**config.mk**
```make
export PLATFORM = sky130hd
export DESIGN_NAME = flash_cmd_ctrl
export DESIGN_NICKNAME = d
export VERILOG_FILES = /design/src/rtl/fcc_pkg.sv /design/src/rtl/fcc_host_port.sv /design/src/rtl/fcc_cmd.sv /design/src/rtl/fcc_wsm.sv /design/src/rtl/flash_cmd_ctrl.sv
export SDC_FILE = /design/constraint.sdc
export NUM_CORES = 1
export LEC_CHECK = 0
export BUFFER_PORTS_ARGS = -buffer_cell sky130_fd_sc_hd__buf_4
export CORE_MARGIN = 2
export CORE_UTILIZATION = 35
export DETAILED_ROUTE_END_ITERATION = 10
export GPL_TIMING_DRIVEN = 0
export SLEW_MARGIN = 20
export SYNTH_ARGS = -nofsm -noshare
export SYNTH_HDL_FRONTEND = slang
export SYNTH_SLANG_ARGS = --single-unit
```
**constraint.sdc**
```tcl
create_clock -name clk -period 7.2 [get_ports clk]
set_input_delay 1.44 -clock clk [delete_from_list [all_inputs] [get_ports clk]]
set_output_delay 1.44 -clock clk [all_outputs]
set_load 0.05 [all_outputs]
```
**src/rtl/fcc_pkg.sv**
```systemverilog
package fcc_pkg;
    typedef enum logic [1:0] {RM_ARRAY, RM_IDENT, RM_STATUS} rmode_t;
    typedef enum logic [1:0] {CUI_IDLE, CUI_PROG_SETUP, CUI_ERASE_SETUP} cui_t;
    typedef enum logic [1:0] {WSM_IDLE, WSM_PROG, WSM_ERASE, WSM_SUSP} wsm_t;

    localparam logic [7:0] CMD_READ_ARRAY   = 8'hFF;
    localparam logic [7:0] CMD_READ_ID      = 8'h90;
    localparam logic [7:0] CMD_READ_STATUS  = 8'h70;
    localparam logic [7:0] CMD_CLEAR_STATUS = 8'h50;
    localparam logic [7:0] CMD_PROG_A       = 8'h40;
    localparam logic [7:0] CMD_PROG_B       = 8'h10;
    localparam logic [7:0] CMD_ERASE_SETUP  = 8'h20;
    localparam logic [7:0] CMD_CONFIRM      = 8'hD0;
    localparam logic [7:0] CMD_SUSPEND      = 8'hB0;
endpackage

```
**src/rtl/fcc_host_port.sv**
```systemverilog
module fcc_host_port #(
    parameter int RD_WAKE = 20,
    parameter int WR_WAKE = 50000
) (
    input  logic clk,
    input  logic rp_n,
    input  logic ce_n,
    input  logic we_n,
    output logic wr_stb,
    output logic rd_ok
);
    localparam int CW = $clog2(WR_WAKE + 1);

    logic [CW-1:0] wake_cnt;
    logic          we_q;
    logic          wr_ok;

    always_ff @(posedge clk or negedge rp_n) begin
        if (!rp_n) begin
            wake_cnt <= '0;
            we_q     <= 1'b1;
        end else begin
            we_q <= we_n;
            if (wake_cnt != CW'(WR_WAKE))
                wake_cnt <= wake_cnt + 1'b1;
        end
    end

    always_comb begin
        rd_ok  = (wake_cnt >= CW'(RD_WAKE));
        wr_ok  = (wake_cnt == CW'(WR_WAKE));
        wr_stb = wr_ok && !ce_n && we_n && !we_q;
    end

    // the read window always opens no later than the write window
    a_r2_wake_order: assert property (@(posedge clk) disable iff (!rp_n)
        wr_ok |-> rd_ok);
endmodule

```
**src/rtl/fcc_cmd.sv**
```systemverilog
module fcc_cmd
    import fcc_pkg::*;
(
    input  logic       clk,
    input  logic       rp_n,
    input  logic       wr_stb,
    input  logic [7:0] wr_data,
    input  logic       wsm_busy,
    input  logic       wsm_erasing,
    input  logic       wsm_susp,
    input  logic       prog_fail,
    input  logic       erase_fail,
    output rmode_t     rmode,
    output logic       start_prog,
    output logic       start_erase,
    output logic       susp_req,
    output logic       resume_req,
    output logic [7:0] status
);
    cui_t   cui_q, cui_d;
    rmode_t mode_q, mode_d;
    logic   e_erase_q, e_prog_q, e_vpp_q;
    logic   clr, seq_err;

    always_ff @(posedge clk or negedge rp_n) begin
        if (!rp_n) begin
            cui_q     <= CUI_IDLE;
            mode_q    <= RM_ARRAY;
            e_erase_q <= 1'b0;
            e_prog_q  <= 1'b0;
            e_vpp_q   <= 1'b0;
        end else begin
            cui_q     <= cui_d;
            mode_q    <= mode_d;
            e_erase_q <= (e_erase_q && !clr) || seq_err || erase_fail;
            e_prog_q  <= (e_prog_q && !clr) || seq_err || prog_fail;
            e_vpp_q   <= (e_vpp_q && !clr) || prog_fail || erase_fail;
        end
    end

    always_comb begin
        cui_d       = cui_q;
        mode_d      = mode_q;
        start_prog  = 1'b0;
        start_erase = 1'b0;
        susp_req    = 1'b0;
        resume_req  = 1'b0;
        clr         = 1'b0;
        seq_err     = 1'b0;
        if (wr_stb) begin
            unique case (cui_q)
                CUI_IDLE: begin
                    if (wsm_busy) begin
                        if (wr_data == CMD_SUSPEND && wsm_erasing)
                            susp_req = 1'b1;
                    end else begin
                        case (wr_data)
                            CMD_READ_ARRAY:   mode_d = RM_ARRAY;
                            CMD_READ_ID:      mode_d = RM_IDENT;
                            CMD_READ_STATUS:  mode_d = RM_STATUS;
                            CMD_CLEAR_STATUS: clr = 1'b1;
                            CMD_PROG_A, CMD_PROG_B: begin
                                if (!wsm_susp) begin
                                    cui_d  = CUI_PROG_SETUP;
                                    mode_d = RM_STATUS;
                                end
                            end
                            CMD_ERASE_SETUP: begin
                                if (!wsm_susp) begin
                                    cui_d  = CUI_ERASE_SETUP;
                                    mode_d = RM_STATUS;
                                end
                            end
                            CMD_CONFIRM: begin
                                if (wsm_susp) begin
                                    resume_req = 1'b1;
                                    mode_d     = RM_STATUS;
                                end
                            end
                            CMD_SUSPEND: mode_d = RM_STATUS;
                            default: ;
                        endcase
                    end
                end
                CUI_PROG_SETUP: begin
                    start_prog = 1'b1;
                    cui_d      = CUI_IDLE;
                end
                CUI_ERASE_SETUP: begin
                    cui_d = CUI_IDLE;
                    if (wr_data == CMD_CONFIRM)
                        start_erase = 1'b1;
                    else
                        seq_err = 1'b1;
                end
                default: cui_d = CUI_IDLE;
            endcase
        end
    end

    always_comb begin
        rmode  = mode_q;
        status = {!wsm_busy, wsm_susp, e_erase_q, e_prog_q, e_vpp_q, 3'b000};
    end

    // error bits are sticky until a clear command
    a_r11_sticky_erase: assert property (@(posedge clk) disable iff (!rp_n)
        (e_erase_q && !clr) |=> e_erase_q);
    // a broken erase sequence flags both error bits
    a_r8_seq_flags: assert property (@(posedge clk) disable iff (!rp_n)
        (wr_stb && cui_q == CUI_ERASE_SETUP && wr_data != CMD_CONFIRM)
        |=> (e_erase_q && e_prog_q));
endmodule

```
**src/rtl/fcc_wsm.sv**
```systemverilog
module fcc_wsm
    import fcc_pkg::*;
#(
    parameter int AW         = 20,
    parameter int BW         = 4,
    parameter int WRITE_CYC  = 8,
    parameter int ERASE_PACE = 4
) (
    input  logic          clk,
    input  logic          rp_n,
    input  logic          vpp_ok,
    input  logic          start_prog,
    input  logic          start_erase,
    input  logic          susp_req,
    input  logic          resume_req,
    input  logic [AW-1:0] cmd_addr,
    input  logic [7:0]    cmd_data,
    input  logic [7:0]    arr_rdata,
    output logic          busy,
    output logic          erasing,
    output logic          suspended,
    output logic          prog_fail,
    output logic          erase_fail,
    output logic          arr_we,
    output logic [AW-1:0] arr_waddr,
    output logic [7:0]    arr_wdata
);
    localparam int OFFW  = AW - BW;
    localparam int MAXC  = (WRITE_CYC > ERASE_PACE) ? WRITE_CYC : ERASE_PACE;
    localparam int CNTW  = $clog2(MAXC + 1);

    wsm_t            st;
    logic [CNTW-1:0] cnt;
    logic [AW-1:0]   p_addr;
    logic [7:0]      p_data;
    logic [BW-1:0]   blk;
    logic [OFFW-1:0] off;
    logic            step, last;

    always_comb begin
        step = (cnt == '0);
        last = &off;
    end

    always_ff @(posedge clk or negedge rp_n) begin
        if (!rp_n) begin
            st     <= WSM_IDLE;
            cnt    <= '0;
            p_addr <= '0;
            p_data <= '0;
            blk    <= '0;
            off    <= '0;
        end else begin
            unique case (st)
                WSM_IDLE: begin
                    if (start_prog) begin
                        st     <= WSM_PROG;
                        cnt    <= CNTW'(WRITE_CYC - 1);
                        p_addr <= cmd_addr;
                        p_data <= cmd_data;
                    end else if (start_erase) begin
                        st  <= WSM_ERASE;
                        cnt <= CNTW'(ERASE_PACE - 1);
                        blk <= cmd_addr[AW-1 -: BW];
                        off <= '0;
                    end
                end
                WSM_PROG: begin
                    if (!vpp_ok || step) st <= WSM_IDLE;
                    else cnt <= cnt - 1'b1;
                end
                WSM_ERASE: begin
                    if (!vpp_ok) begin
                        st <= WSM_IDLE;
                    end else begin
                        if (step) begin
                            cnt <= CNTW'(ERASE_PACE - 1);
                            if (last) st <= WSM_IDLE;
                            else off <= off + 1'b1;
                        end else begin
                            cnt <= cnt - 1'b1;
                        end
                        if (susp_req && !(step && last)) st <= WSM_SUSP;
                    end
                end
                WSM_SUSP: begin
                    if (resume_req) begin
                        st  <= WSM_ERASE;
                        cnt <= CNTW'(ERASE_PACE - 1);
                    end
                end
                default: st <= WSM_IDLE;
            endcase
        end
    end

    always_comb begin
        busy       = (st == WSM_PROG) || (st == WSM_ERASE);
        erasing    = (st == WSM_ERASE);
        suspended  = (st == WSM_SUSP);
        prog_fail  = (st == WSM_PROG) && !vpp_ok;
        erase_fail = (st == WSM_ERASE) && !vpp_ok;
        arr_we     = busy && vpp_ok && step;
        arr_waddr  = (st == WSM_PROG) ? p_addr : {blk, off};
        arr_wdata  = (st == WSM_PROG) ? (arr_rdata & p_data) : 8'hFF;
    end

    // a missing programming voltage ends the operation at once
    a_r10_abort: assert property (@(posedge clk) disable iff (!rp_n)
        (busy && !vpp_ok) |=> (st == WSM_IDLE));
    // a program writes the array once and then finishes
    a_r5_single_write: assert property (@(posedge clk) disable iff (!rp_n)
        (st == WSM_PROG && arr_we) |=> (st == WSM_IDLE));
    // resuming keeps the byte position of the suspended erase
    a_r9_resume_offset: assert property (@(posedge clk) disable iff (!rp_n)
        (st == WSM_ERASE && $past(st) == WSM_SUSP) |-> (off == $past(off)));
    // erase stores only the all-ones byte
    a_r7_erase_ones: assert property (@(posedge clk) disable iff (!rp_n)
        (arr_we && st == WSM_ERASE) |-> (arr_wdata == 8'hFF));
endmodule

```
**src/rtl/flash_cmd_ctrl.sv**
```systemverilog
module flash_cmd_ctrl
    import fcc_pkg::*;
#(
    parameter int         AW         = 20,
    parameter int         BW         = 4,
    parameter int         WRITE_CYC  = 8,
    parameter int         ERASE_PACE = 4,
    parameter int         RD_WAKE    = 20,
    parameter int         WR_WAKE    = 50000,
    parameter logic [7:0] MFR_ID     = 8'h5A,
    parameter logic [7:0] DEV_ID     = 8'hC3
) (
    input  logic          clk,
    input  logic          rp_n,
    input  logic          ce_n,
    input  logic          oe_n,
    input  logic          we_n,
    input  logic [AW-1:0] addr,
    input  logic [7:0]    dq_in,
    output logic [7:0]    dq_out,
    output logic          dq_oe,
    input  logic          vpp_ok,
    output logic          ry_by,
    output logic [AW-1:0] mem_addr,
    input  logic [7:0]    mem_rdata,
    output logic          mem_we,
    output logic [7:0]    mem_wdata
);
    logic          wr_stb, rd_ok;
    rmode_t        rmode;
    logic          start_prog, start_erase, susp_req, resume_req;
    logic [7:0]    status;
    logic          busy, erasing, suspended, prog_fail, erase_fail;
    logic [AW-1:0] wsm_addr;

    fcc_host_port #(.RD_WAKE(RD_WAKE), .WR_WAKE(WR_WAKE)) u_port (
        .clk(clk), .rp_n(rp_n), .ce_n(ce_n), .we_n(we_n),
        .wr_stb(wr_stb), .rd_ok(rd_ok)
    );

    fcc_cmd u_cmd (
        .clk(clk), .rp_n(rp_n), .wr_stb(wr_stb), .wr_data(dq_in),
        .wsm_busy(busy), .wsm_erasing(erasing), .wsm_susp(suspended),
        .prog_fail(prog_fail), .erase_fail(erase_fail),
        .rmode(rmode), .start_prog(start_prog), .start_erase(start_erase),
        .susp_req(susp_req), .resume_req(resume_req), .status(status)
    );

    fcc_wsm #(.AW(AW), .BW(BW), .WRITE_CYC(WRITE_CYC), .ERASE_PACE(ERASE_PACE)) u_wsm (
        .clk(clk), .rp_n(rp_n), .vpp_ok(vpp_ok),
        .start_prog(start_prog), .start_erase(start_erase),
        .susp_req(susp_req), .resume_req(resume_req),
        .cmd_addr(addr), .cmd_data(dq_in), .arr_rdata(mem_rdata),
        .busy(busy), .erasing(erasing), .suspended(suspended),
        .prog_fail(prog_fail), .erase_fail(erase_fail),
        .arr_we(mem_we), .arr_waddr(wsm_addr), .arr_wdata(mem_wdata)
    );

    always_comb begin
        mem_addr = busy ? wsm_addr : addr;
        ry_by    = !busy;
        dq_oe    = rd_ok && !ce_n && !oe_n;
        unique case (rmode)
            RM_ARRAY:  dq_out = mem_rdata;
            RM_IDENT:  dq_out = addr[0] ? DEV_ID : MFR_ID;
            RM_STATUS: dq_out = status;
            default:   dq_out = 8'h00;
        endcase
    end

    // a suspended erase always reports ready on the pin
    a_r9_susp_ready: assert property (@(posedge clk) disable iff (!rp_n)
        status[6] |-> ry_by);
    // the data pins are only driven with both selects low
    a_r4_drive_gate: assert property (@(posedge clk) disable iff (!rp_n)
        dq_oe |-> (!ce_n && !oe_n));
endmodule

```
# After elaboration in Yosys (flattened, before gate mapping)
# Index checks and enable logic that the tools add are counted.
# totals
regBits	78
latch_bits	0
mem_bits_rw	0
mem_bits_ro	0
in_bits	42
wordCells	157
mem_count	0
# op_classes
add_sub_neg	3
n_mul	0
div_mod_pow	0
magnitude_cmp	1
n_eq_ne	35
shift	0
mux	55
n_bitwise	3
reduce_logical	47
# op_table
cell	n
$mux 16	5
$mux 20	2
$add 16x1->16 const B	2
$eq 8x8->1 const B	4
$pmux 16 s2	1
$mux 2	13
$eq 8x7->1 const B	3
$mux 4	6
$pmux 8 s3	1
$mux 1	21
$eq 16x16->1 const B	1
$ge 16x5->1 const B	1
$mux 8	2
$ne 16x16->1 const B	1
$ne 2x2->1 const B	8
$pmux 4 s4	1
$reduce_and 16->1	1
$logic_and 1x1->1	15
$ne 3x3->1 const B	4
$reduce_and 6->1	2
$pmux 2 s5	1
$reduce_and 5->1	2
$and 8x8->8	1
$eq 2x2->1 const B	4
20 further kinds	42

# Longest topological paths before layout
# logic_depth
word_depth	10
ltp_mapped	10
ltp_nobuf	8

# Modules after synthesis
# A second synthesis with hierarchy kept.
# unflattened
hier_cells	471
hier_area_um2	4962.3
# modules_own_cells
module	instances	cells_per_inst	area_each_um2	seq_area_each_um2
fcc_wsm	1	282	2976.6	1351.3
fcc_host_port	1	71	837.1	426.7
fcc_cmd	1	73	663.1	175.2
flash_cmd_ctrl	1	45	485.5	0.0

# Least setup slack after synthesis
# Ideal clock, no wire load.
# synth_path
path_kind	input port to output port
startpoint	input oe_n
endpoint	output dq_oe
t_arrival_ns	2.689
required_ns	5.760
slack_ns	3.071
cell_stages	1
path_cell_list	a311oi_1
# synth_between
elab_chain_len	2
# synth_lines
element	line_no	text
from (decl)	flash_cmd_ctrl.sv:16	input logic oe_n,
$logic_not 1->1	flash_cmd_ctrl.sv:62	dq_oe = rd_ok && !ce_n && !oe_n;
$logic_and 1x1->1	flash_cmd_ctrl.sv:62	
to (decl)	flash_cmd_ctrl.sv:21	output logic dq_oe,
# No other way between the ends.

# Worst setup path after layout
# layout_path
startpoint	register u_wsm.st[1]
endpoint	output mem_addr[13]
# layout_between
elab_chain_len	3
elab_cells_between_ends	5
classes_between	2 x eq/ne; 2 x mux; 1 x reduce/logical
# layout_lines
element	line_no	text
from (decl)	fcc_wsm.sv:32	wsm_t st;
from (signal assigned)	fcc_wsm.sv:47	st <= WSM_IDLE;
from (signal assigned)	fcc_wsm.sv:57	st <= WSM_PROG;
from (signal assigned)	fcc_wsm.sv:62	st <= WSM_ERASE;
$eq 2x1->1 / $eq 2x2->1 (equally long branches)	fcc_wsm.sv:98, fcc_wsm.sv:104	
$mux 20 / $logic_or 1x1->1 (equally long branches)	fcc_wsm.sv:104, fcc_wsm.sv:98	
$mux 20 *	flash_cmd_ctrl.sv:60	mem_addr = busy ? wsm_addr : addr;
to (decl)	flash_cmd_ctrl.sv:24	output logic [AW-1:0] mem_addr,
# Every way passes the cells marked *; elsewhere a longest branch is shown, timed or not.

==> out/results.ini <==
[global_route]
grtUsageMet2_pct = 25.8
grt.busiest_layer = met2
grt_use_met3_pct = 2.49
antenna_found_initial = 0
gr-total-overflow = 0
grt_util_all_layers_pct = 16.9
use_met1_pct = 24.0
grt_pass1_vias = 3899
grt_pass1_wl_um = 19500
grt_max_degree = 79

[clock_tree]
numClockSinks = 78
clk_pin_slew_ns = 0.06
post_cts_resized = 0
post-cts-setup-buffer-count = 0
hold_buffers = 0
cts-htree-levels = 3
cts_root_buffer = clkbuf_16
tritoncts = built
clockBufferDepth = 2
cts_buffers = 9
clk_latency_ns = 0.34

[power]
switchingPower_mw = 0.237
p_leak_nw = 2.61
comb_power_share_pct = 9.2
p_total_mw = 1.04
cellPowerDensity_mw_per_mm2 = 180
ir_drop_mv = 0.107
pwr-share-clk_pct = 48.6
p_sw_share_pct = 22.7
p_seq_share_pct = 42.2
internal-power_mw = 0.805

[routing]
vias = 4023
post_drt_wl_per_cell_um = 15.3
postRouteAntennaNets = 0
drt_first_iter_violations = 209
routed_via_density = 5.21
finalWirelength_um = 11800
drc_errors = 0
drt_first_pass_iters = 4

[logic_synthesis]
netlist_area_mm2 = 0.00463
synthDistinctLibCells = 56
synthArstFlopShare_pct = 100
synth_nets = 551
synth_ff_type = dfrtp_1
synth_edf_count = 0
ys_seq_area_share_pct = 42.1
ys_ff_latch = 78
postSynthAreaPerCell_um2 = 9.27
ys.warnings.count = 0
syn_inst = 500

[sta]
slew_headroom_pct = 46.7
worst_slack_ns = 3.26
finalMaxSlewViolations = 0
rsz0062_at_grt = false
hold_viol = 0
period_share_pct = 54.7
finalCriticalPeriod_ns = 3.94
hold_slack_ns = 0.501
tightest_slew_ns = 0.800
fin_worst_skew_ns = 0.00940
setup_tns_ns = 0
setup_viol = 0
fmax_mhz = 254

[floorplan]
die_area_mm2 = 0.0142
die_height_um = 119
die_w_um = 119
start_util_pct = 35.4
ios = 81
core-area_mm2 = 0.0131
rows = 42

[setup_path]
r2r_end = u_wsm.p_addr[4]$_DFFE_PN0P_
required_ns = 5.76
critPathCaptureType = output port
cp_max_fo = 10
start_kind = flip-flop
cp.arrival_ns = 2.50
critPathKind = reg2out
reg2reg_depth = 6
r2r_setup_slack_ns = 4.16
rr_startpoint = u_port.wake_cnt[3]$_DFFE_PN0P_

[place]
io_buffers = 80
dp_slack_ns = 3.12
routabilityCongestion = 0.836
hpwl_um = 8460

[finish]
layout-drive-gt1-share_pct = 23.2
mostFrequentLayoutCell = buf_4
fillers = 1235
post-route-util_pct = 44.3
final_cell_mix = 79 x buf_4, 77 x dfrtp_1, 67 x nand2_1
diodes = 0
fin_nets = 642
area_growth_pct = 25.0

[min_path]
min_to = u_wsm.p_data[5]$_DFFE_PN0P_
min_from = u_wsm.p_data[5]$_DFFE_PN0P_
hold_depth = 1
hp-class = reg2reg

[run_status]
status = complete, no violations

[run]
drv_cap = 0

==> through the flow <==
| stage | std cells | instance area, µm² |
|---|---|---|
| 4_1_cts | 772 | 5790 |
| 3_3_place_gp | 756 | 5460 |
| 5_1_grt | 772 | 5790 |
| 2_1_floorplan | 500 | 4630 |
| 6_report | 772 | 5790 |
| 3_5_place_dp | 756 | 5460 |
==> layout make-up <==
cell class              instances  area [µm²]  share of cell area (%)
plain buffers                  30         120                    2.07
clock buffers                  13         270                    4.66
clock inverters                 3        65.1                    1.12
inverters                      14        52.6                   0.907
multi-input cells             378        2510                    43.3
flip-flops and latches         78        1950                    33.7
well taps                     176         220                    3.80
repair buffers                 80         604                    10.4
==> logic make-up after synthesis <==
group / Yosys count / synth area share, %
compound gates: 78 / 10.9
xor+xnor: 18 / 3.70
mux: 58 / 13.4
flops: 78 / 42.1
simple gates: 215 / 23.7
fa+ha+maj: 9 / 2.43
buf+inv: 44 / 3.73
==> cells in the mapped netlist, types with 3 or more instances <==
library cell,number,area [µm²]
ha_1,9,113
nor3_1,9,45.0
nand3_1,30,150
o221ai_1,9,78.8
xor2_1,3,26.3
mux2i_1,26,260
a221o_1,3,30.0
or2_2,3,18.8
inv_1,14,52.6
nor3b_1,5,37.5
a22oi_1,3,22.5
nand2b_1,6,37.5
nand3b_1,8,60.1
mux2_2,32,360
dfrtp_1,77,1930
and3_1,7,43.8
or3_1,3,18.8
nor2_1,42,158
xnor2_1,14,123
nand2_1,67,251
or4b_1,4,40.0
buf_1,5,18.8
nor4_1,7,43.8
nand4_1,6,37.5
o21ai_0,19,95.1
clkbuf_1,24,90.1
or4_1,4,30.0
a21oi_1,27,135
==> worst max path at each step <==
| stage | to | cells past startpoint | start |
|---|---|---|---|
| after detailed placement | u_wsm.off[13]$_DFFE_PN0P_ | 10 | dq_in[1] |
| after global routing | mem_addr[16] | 7 | u_wsm.st[1]$_DFFE_PN0P_ |
| after global placement | u_wsm.off[13]$_DFFE_PN0P_ | 10 | dq_in[1] |
| final | mem_addr[13] | 7 | u_wsm.st[1]$_DFFE_PN0P_ |
| after floorplan | dq_oe | 1 | oe_n |
| after CTS | mem_addr[16] | 7 | u_wsm.st[1]$_DFFE_PN0P_ |
==> metal layers <==
metal	part of all wire [%]	wire length [µm]	vias up
li1	-	-	1978
met1	49	5740	1931
met2	45	5320	93
met3	3.6	423	21
met4	2.6	308	0
met5	0	0	-
==> flip-flops by register name, summed over array words and instances (netlist names) <==
signal and count:
u_wsm.st 2, u_wsm.blk 4, u_port.wake_cnt 16, u_cmd.e_prog_q 1, u_wsm.p_data 8, u_wsm.off 16, u_cmd.e_erase_q 1, u_cmd.cui_q 2
u_cmd.rmode 2, u_wsm.p_addr 20, u_cmd.e_vpp_q 1, u_port.we_q 1, u_wsm.cnt 4
==> power by group through the flow <==
stage,sequential [mW],clock [mW],combinational [mW]
final,0.440,0.506,0.0954
after global routing,0.439,0.535,0.103
after CTS,0.439,0.515,0.0965
after detailed placement,0.447,0,0.0961
after global placement,0.447,0,0.0951
after floorplan,0.447,0,0.0485
==> critical path, cell delays in order (launching register included) <==
cell and delay (ns):
dfrtp_1 0.40, inv_1 0.11, ha_1 0.15, clkbuf_1 0.25
buf_1 0.65, mux2i_1 0.30, a21oi_1 0.09, buf_4 0.21
Power figures use the tool's default switching activity.
